### src/rtl/sincos_pkg.sv
package sincos_pkg;

  typedef struct packed {
    logic neg;     // negate table value
    logic pk_pos;  // force +1.0
    logic pk_neg;  // force -1.0
  } fold_flags_t;

  // round(2^w * sin(idx*pi/(2*depth))) via series, clipped to 2^w-1
  function automatic int quarter_sine_code(input int idx, input int depth, input int w);
    real x;
    real term;
    real acc;
    real scaled;
    int  code;
    x    = 1.5707963267948966 * real'(idx) / real'(depth);
    term = x;
    acc  = x;
    for (int k = 1; k < 12; k++) begin
      term = -term * x * x / real'((2 * k) * (2 * k + 1));
      acc  = acc + term;
    end
    scaled = acc * (2.0 ** w);
    code   = int'(scaled);
    if (code > (1 << w) - 1) code = (1 << w) - 1;
    if (code < 0) code = 0;
    return code;
  endfunction

endpackage

### src/rtl/quad_fold.sv
module quad_fold
  import sincos_pkg::*;
#(
  parameter int DEPTH = 64,
  parameter int PW    = $clog2(4 * DEPTH),
  localparam int IW   = PW - 2
) (
  input  logic [PW-1:0] phase_i,
  output logic [IW-1:0] idx_o,
  output fold_flags_t   flags_o
);

  logic [1:0]    quad;
  logic [IW-1:0] low;
  logic [IW:0]   mir;

  assign quad = phase_i[PW-1:PW-2];
  assign low  = phase_i[IW-1:0];
  assign mir  = (IW+1)'(DEPTH) - {1'b0, low};

  // quadrants II and IV walk the table backwards
  assign idx_o = quad[0] ? mir[IW-1:0] : low;

  assign flags_o.neg    = quad[1];
  assign flags_o.pk_pos = (quad == 2'd1) && (low == '0);
  assign flags_o.pk_neg = (quad == 2'd3) && (low == '0);

endmodule

### src/rtl/quarter_rom.sv
module quarter_rom
  import sincos_pkg::*;
#(
  parameter int DEPTH = 64,
  parameter int W     = 8,
  parameter int NRD   = 2,
  localparam int IW   = $clog2(DEPTH)
) (
  input  logic          clk_i,
  input  logic          en_i,
  input  logic [IW-1:0] addr_i [NRD],
  output logic [W-1:0]  data_o [NRD]
);

  logic [W-1:0] tbl [DEPTH];

  for (genvar g = 0; g < DEPTH; g++) begin : g_tbl
    localparam logic [W-1:0] CODE = W'(quarter_sine_code(g, DEPTH, W));
    assign tbl[g] = CODE;
  end

  for (genvar p = 0; p < NRD; p++) begin : g_port
    logic [W-1:0] rd_q;
    always_ff @(posedge clk_i) begin
      if (en_i) rd_q <= tbl[addr_i[p]];
    end
    assign data_o[p] = rd_q;
  end

endmodule

### src/rtl/amp_stage.sv
module amp_stage
  import sincos_pkg::*;
#(
  parameter int W   = 8,
  localparam int OW = 2 * W
) (
  input  logic          clk_i,
  input  logic          rst_ni,
  input  logic          vld_i,
  input  logic [W-1:0]  code_i,
  input  fold_flags_t   flags_i,
  output logic [OW-1:0] amp_o
);

  localparam logic [OW-1:0] POS_ONE = {{(W-1){1'b0}}, 1'b1, {W{1'b0}}};
  localparam logic [OW-1:0] NEG_ONE = {{W{1'b1}}, {W{1'b0}}};

  logic [OW-1:0] mag;
  logic [OW-1:0] nxt;

  assign mag = {{W{1'b0}}, code_i};

  always_comb begin
    if (flags_i.pk_pos)      nxt = POS_ONE;
    else if (flags_i.pk_neg) nxt = NEG_ONE;
    else if (flags_i.neg)    nxt = '0 - mag;
    else                     nxt = mag;
  end

  always_ff @(posedge clk_i or negedge rst_ni) begin
    if (!rst_ni)    amp_o <= '0;
    else if (vld_i) amp_o <= nxt;
  end

endmodule

### src/rtl/sincos_quarter_lut.sv
module sincos_quarter_lut
  import sincos_pkg::*;
#(
  parameter int DEPTH  = 64,
  parameter int TBL_W  = 8,
  localparam int PW    = $clog2(4 * DEPTH),
  localparam int OW    = 2 * TBL_W
) (
  input  logic          clk_i,
  input  logic          rst_ni,
  input  logic          phase_vld_i,
  input  logic [PW-1:0] phase_i,
  output logic          amp_vld_o,
  output logic [OW-1:0] sin_o,
  output logic [OW-1:0] cos_o
);

  localparam int IW = PW - 2;
  localparam int NCH = 2;  // 0: sine, 1: cosine

  logic [PW-1:0]    ch_phase [NCH];
  logic [IW-1:0]    ch_idx   [NCH];
  fold_flags_t      ch_flg   [NCH];
  fold_flags_t      flg_s1   [NCH];
  logic [TBL_W-1:0] rd_data  [NCH];
  logic [OW-1:0]    amp      [NCH];
  logic             vld_s1;

  assign ch_phase[0] = phase_i;
  assign ch_phase[1] = phase_i + PW'(DEPTH);  // quarter-turn advance wraps

  for (genvar c = 0; c < NCH; c++) begin : g_ch
    quad_fold #(.DEPTH(DEPTH), .PW(PW)) i_fold (
      .phase_i (ch_phase[c]),
      .idx_o   (ch_idx[c]),
      .flags_o (ch_flg[c])
    );

    amp_stage #(.W(TBL_W)) i_amp (
      .clk_i   (clk_i),
      .rst_ni  (rst_ni),
      .vld_i   (vld_s1),
      .code_i  (rd_data[c]),
      .flags_i (flg_s1[c]),
      .amp_o   (amp[c])
    );
  end

  quarter_rom #(.DEPTH(DEPTH), .W(TBL_W), .NRD(NCH)) i_rom (
    .clk_i  (clk_i),
    .en_i   (phase_vld_i),
    .addr_i (ch_idx),
    .data_o (rd_data)
  );

  // flags ride alongside the table read
  always_ff @(posedge clk_i or negedge rst_ni) begin
    if (!rst_ni) begin
      vld_s1 <= 1'b0;
      for (int c = 0; c < NCH; c++) flg_s1[c] <= '0;
    end else begin
      vld_s1 <= phase_vld_i;
      if (phase_vld_i) begin
        for (int c = 0; c < NCH; c++) flg_s1[c] <= ch_flg[c];
      end
    end
  end

  always_ff @(posedge clk_i or negedge rst_ni) begin
    if (!rst_ni) amp_vld_o <= 1'b0;
    else         amp_vld_o <= vld_s1;
  end

  assign sin_o = amp[0];
  assign cos_o = amp[1];

endmodule

### config.mk
export PLATFORM = sky130hd
export DESIGN_NAME = sincos_quarter_lut
export DESIGN_NICKNAME = d
export VERILOG_FILES = /design/src/rtl/sincos_pkg.sv /design/src/rtl/quad_fold.sv /design/src/rtl/quarter_rom.sv /design/src/rtl/amp_stage.sv /design/src/rtl/sincos_quarter_lut.sv
export SDC_FILE = /design/constraint.sdc
export NUM_CORES = 1
export LEC_CHECK = 0
export BUFFER_PORTS_ARGS = -buffer_cell sky130_fd_sc_hd__buf_4
export CAP_MARGIN = 20
export CORE_MARGIN = 2
export CORE_UTILIZATION = 41
export CTS_BUF_LIST = sky130_fd_sc_hd__clkbuf_4 sky130_fd_sc_hd__clkbuf_8
export CTS_CLUSTER_SIZE = 28
export DETAILED_ROUTE_END_ITERATION = 10
export SLEW_MARGIN = 20
export SYNTH_ARGS = -nofsm -noshare
export SYNTH_HDL_FRONTEND = slang
export SYNTH_SLANG_ARGS = --single-unit
export TNS_END_PERCENT = 10
### constraint.sdc
create_clock -name clk_i -period 4.2 [get_ports clk_i]
set_input_delay 0.21 -clock clk_i [delete_from_list [all_inputs] [get_ports clk_i]]
set_output_delay 0.21 -clock clk_i [all_outputs]
set_load 0.02 [all_outputs]
==> run metrics, run 1 <==
VDD IR max 0.0001648 V; Buf/Inv on CP 4; minimum clock period 2.995 ns; grt ovf 0; global-route wire length before repair 16320 um; gr usage total 17.80%; endpoints failing hold 0; critical path peak fanout 13; Row Count 36; placed inst area 0.004452 sq mm; io pins 44; hold crit path type in2reg; status finished clean; Worst Path Arrival 3.11 ns; CTS tree done; commonest cells in the netlist 41 x inv_1, 37 x nand2_1, 31 x ha_1, 28 x dfrtp_1, 23 x o21ai_0; count leader, synth inv_1; syn_area_per_cell 8.735 sq um; Crit. End Element flop; Initial Utilization 42.34%; hpwl dp 7012 um; die area 0.01096 sq mm; Synth cell types 74; routability cong. 0.9138; chip width 104.7 um; Post-Route WL 9834 um; clock skew 0.008831 ns; Synth Flop Type dfrtp_1; period utilisation layout 71.30%; flops & latches, synth 44; startpoint types input pin; largest net degree at the start of global routing 32; Routed WL per cell 15.71 um; Slew Limit Fails 0; family with the most delay on the worst path compound AO/OA/AOI/OAI gates; vias in the first global route 3285; detailed-route via count 3600; max_cap viols 0; Power Density 349.2 mW/mm^2; clk sinks 44; async set-reset flop share out of synthesis 63.64%; Area contributors post-synth dfrtp_1 17%, edfxtp_1 12%, ha_1 9.3%, inv_1 3.7%, nand2_1 3.3%; core footprint 0.009819 sq mm; # setup viols final 0; Avg Vias per Cell 5.751; CP cell instances buf_4, inv_1, ha_1, inv_1, o21ai_0, inv_1, ha_1, o211a_1, or3_1, a32oi_1; worst setup path category in2reg; Worst-Skew Late Latency 0.29 ns; syn_nets 518; share of layout cells above drive strength 1 17.24%; Clock Tree Buf Depth 2; Total Power 1.597 mW; clock power share 19.9%; RSZ-0062 raised after global routing false; CTS Hold Bufs 1; ANT cells 0; design area 0.004573 sq mm; clock slew at reported path FFs 0.08 ns; Seq/Total Area, Yosys 28.41%; Int Power 1.005 mW; top cell type's share of synthesized area 16.85%; Sw Ratio 37.08%; synth warn 0; Critical Path RT 4.32 ns; TritonCTS buffer count 5; Slew @ Worst Pin 0.9415 ns; antenna viol nets, final 0; setup tns final 0 ns; final net count 534; Post-Syn Instances 476; most used cell, CP inv_1; H-Tree Depth 2; Post-CTS Setup Inserts 0; f_max 0.3339 GHz; mapped cell area 0.004158 sq mm; slowest cell on the critical path o21ai_0; detailed-route DRC error count 0; cell accounting for the most synthesized area dfrtp_1; Area Overhead vs Synth 9.991%; number of synthesized flops with an enable pin 16; post-CTS sizing 0; leak pwr 1.953 nW; NetSw 0.5922 mW; Gate power share 43.4%; Die Y 104.7 um; DRT Pass-1 Iters 5; max incr delay on CP 0.75 ns; PortBufs 43; register share of total power 36.7%; antenna violations before repair 0; worst relative slew slack 36.57%; Initial DRC Count 323; Root Buffer clkbuf_8
## state kept, by name, summed over array words and instances, names as in the netlist
name	flops
g_ch.i_amp.amp_o	20
i_rom.g_port.rd_q	16
vld_s1	1
amp_vld_o	1
flg_s1	6
## cells by family (layout without fill, tap and decap cells)
logic type               count (synthesis)  after routing  share of synthesized area (%)
AO/OA/AOI/OAI                          136            136                          23.56
XOR/XNOR                                17             17                          3.581
adder cells (fa/ha/maj)                 32             32                          9.570
buffers and inverters                   87            104                          10.38
flip-flops                              44             44                          28.41
multiplexers                            23             23                          6.861
AND/OR/NAND/NOR                        137            137                          17.64
## power by group through the flow
stage	Clock, mW	Sequential, mW	Combinational, mW
floorplan	0	0.636	0.456
global placement	0	0.594	0.681
detailed placement	0	0.597	0.686
CTS	0.326	0.588	0.689
global route	0.344	0.598	0.753
finish	0.318	0.586	0.692
## worst reg2reg max path, delay by kind of cell, from the launching register on
kind,cells,cell delay [ns]
buffers and inverters,1,0.11
adder cells (fa/ha/maj),1,0.17
multiplexers,1,0.28
AND/OR/NAND/NOR,1,0.07
flip-flops,1,0.42
AO/OA/AOI/OAI,2,0.54
## layout by cell type, fill, tap and decap left out, types with 6 or more instances in the layout
cell       n
o211ai_1   7
a31oi_1    7
xnor2_1    7
o21ai_0   23
nor2_1    22
inv_1     41
mux2_2    10
mux2i_1    9
nor3_1    14
nor2b_1   13
a211o_1    6
xor2_1    10
ha_1      31
edfxtp_1  16
buf_4     54
dfrtp_1   28
nand2b_1  10
a21oi_1   20
o22ai_1   21
o31ai_1    9
nand2_1   37
nand3_1   11
## worst paths after layout
kind | start | endpoint | slack, ns | cells past startpoint
min reg2reg | g_ch[0].i_amp.amp_o[7]$_DFFE_PN0P_ | g_ch[0].i_amp.amp_o[7]$_DFFE_PN0P_ | 0.53 | 2
min in group asynchronous | rst_ni | g_ch[0].i_amp.amp_o[5]$_DFFE_PN0P_ | 0.36 | 2
min | phase_vld_i | vld_s1$_DFF_PN0_ | 0.19 | 1
max in group asynchronous | rst_ni | flg_s1[2]$_DFFE_PN0P_ | 3.57 | 2
max reg2reg | i_rom.g_port[0].rd_q[0]$_DFFE_PP_ | g_ch[0].i_amp.amp_o[14]$_DFFE_PN0P_ | 2.52 | 6
max | phase_i[1] | i_rom.g_port[1].rd_q[2]$_DFFE_PP_ | 1.21 | 10
## per-layer routing
layer  vias to the layer above  GRT usage [%]  wire length [um]
met4                         0          5.810               219
met2                       124          27.68              4321
met5                         -              0                 0
li1                       1758              -                 -
met3                        16          1.497               492
met1                      1702          26.10              4800
## per-stage QoR
step / hold WS (ns) / std cells / setup WS [ns] / util, %
floorplan: -0.08559 / 476 / 0.9344 / -
global placement: 0.1418 / 617 / 1.077 / 45.34
detailed placement: 0.1431 / 617 / 0.9496 / 45.34
CTS: 0.1860 / 626 / 1.260 / 46.57
global route: 0.1912 / 626 / 0.9497 / 46.57
finish: 0.1902 / 626 / 1.205 / 46.57
## final cells by class
class                   count  area [sq um]
clock buffers               6         76.32
clock inverters             2         35.03
fillers                   960          5246
inverters                  41         153.9
multi-input cells         345          2545
flip-flops and latches     44          1181
well taps                 133         166.4
repair buffers             55         415.4
(Power assumes the default switching activity.)
==> run 2, diff against run 1 <==
clock period = 2.6 ns   (was 4.2 ns; I/O delays follow)
==> run 2 against run 1 <==
Against the previous run:
- die area unchanged
- utilization increased by 2.1 points
- cell area increased by 4.5%
- setup slack got worse by 0.84 ns
- clock power increased by 73%
- global-route usage increased by 0.61 points
- via count increased by 0.39%
- first-iteration DRC count decreased by 19%
- combinational power increased by 69%
- count of clock-buffer cells in the layout unchanged
- cell count increased by 3.8%
- sequential share of layout area decreased by 1.1 points
- critical path type unchanged
- highest routed layer unchanged
==> run metrics, run 2 (synthesis gave the netlist of run 1 again) <==
Power Density 557.7 mW/mm^2; Post-Route WL 10140 um; global-route wire length before repair 16860 um; clk sinks 44; worst relative slew slack 57.97%; VDD IR max 0.0003059 V; Area Overhead vs Synth 14.96%; PortBufs 43; H-Tree Depth 2; RSZ-0062 raised after global routing false; Worst-Skew Late Latency 0.30 ns; DRT Pass-1 Iters 4; chip width 104.7 um; core footprint 0.009819 sq mm; io pins 44; Avg Vias per Cell 5.560; CTS tree done; vias in the first global route 3349; Critical Path RT 2.66 ns; antenna viol nets, final 0; Initial Utilization 42.34%; Routed WL per cell 15.61 um; setup slack at placement 0.05126 ns; commonest non-fill, non-tap cells in the layout 78 x buf_4, 39 x inv_1, 37 x nand2_1; final net count 558; hpwl dp 7480 um; Crit. End Element flop; Worst Path Arrival 2.29 ns; routability cong. 0.8688; endpoints failing hold 0; Biggest register g_ch.i_amp.amp_o; ANT cells 0; biggest regs g_ch.i_amp.amp_o (20), i_rom.g_port.rd_q (16), flg_s1 (6); # setup viols final 0; minimum clock period 2.239 ns; detailed-route DRC error count 0; max_cap viols 0; TritonCTS buffer count 5; Slew Limit Fails 0; hold crit path type in2reg; antenna violations before repair 0; leak pwr 2.073 nW; Worst Hold Slack 0.1151 ns; Clock Tree Buf Depth 2; detailed-route via count 3614; max FFs per register 20; post-CTS sizing 0; largest net degree at the start of global routing 32; grt ovf 0; Row Count 36; worst setup path category in2reg; Root Buffer clkbuf_8; gr usage total 18.41%; commonest non-fill, non-tap cell in the layout buf_4; period utilisation layout 86.12%; clock slew at reported path FFs 0.08 ns; f_max 0.4466 GHz; startpoint types input pin; status finished clean; Die Y 104.7 um; Initial DRC Count 262; die area 0.01096 sq mm; share of layout cells above drive strength 1 21.86%; Slew @ Worst Pin 0.6146 ns; clock skew 0.004946 ns; final worst slack 0.3608 ns; critical path peak fanout 9
run 2: power by group:
group          total [mW]  switching [mW]  internal (mW)  leakage [nW]
Clock               0.551           0.237          0.314        0.0614
Combinational        1.17           0.655          0.514          1.51
Sequential          0.946          0.0942          0.852         0.497
run 2: repair_timing:
item,CTS,global route
hold buffers,1,0
endpoints found under the hold margin,28,0
setup buffers,0,0
run 2: metal layers:
layer  track usage, %  wire length [um]  share of wire, %  vias to the layer above
li1                 -                 -                 -                     1801
met1            26.35              4830                48                     1677
met2            29.93              4609                45                      124
met3            1.871               577               5.7                       12
met4            4.476               126               1.2                        0
met5                0                 0                 0                        -
run 2: final timing paths:
kind | startpoint | end | slack, ns | depth (start not counted)
max reg2reg | i_rom.g_port[1].rd_q[0]$_DFFE_PP_ | g_ch[1].i_amp.amp_o[14]$_DFFE_PN0P_ | 0.90 | 6
min | phase_i[7] | flg_s1[5]$_DFFE_PN0P_ | 0.12 | 2
min in group asynchronous | rst_ni | flg_s1[0]$_DFFE_PN0P_ | 0.28 | 2
max | phase_i[0] | i_rom.g_port[1].rd_q[3]$_DFFE_PP_ | 0.36 | 9
min reg2reg | g_ch[0].i_amp.amp_o[1]$_DFFE_PN0P_ | g_ch[0].i_amp.amp_o[1]$_DFFE_PN0P_ | 0.53 | 2
max in group asynchronous | rst_ni | flg_s1[4]$_DFFE_PN0P_ | 2.07 | 2
run 2: worst max-delay path: stages:
cell and delay (ns):
buf_4 0.09, inv_2 0.03, ha_1 0.39, inv_1 0.10
o21ai_2 0.28, ha_1 0.37, mux4_2 0.50, and3_1 0.19
a211o_1 0.22
run 2: layout make-up:
type / count / area, sq um
fillers: 965 / 5040
flip-flops and latches: 44 / 1181
inverters: 41 / 153.9
clock buffers: 6 / 82.58
clock inverters: 2 / 38.79
multi-input cells: 345 / 2561
repair buffers: 79 / 595.6
well taps: 133 / 166.4
run 2: per-stage QoR:
step / power (mW) / cell area (sq um) / TNS (ns) / cells / utilization, %
finish: 2.666 / 4780 / 0 / 650 / 48.67
CTS: 2.677 / 4780 / 0 / 650 / 48.67
detailed placement: 2.126 / 4648 / 0 / 641 / 47.34
floorplan: 1.771 / 4177 / -0.03531 / 476 / -
global placement: 2.110 / 4648 / 0 / 641 / 47.34
global route: 2.829 / 4780 / 0 / 650 / 48.67
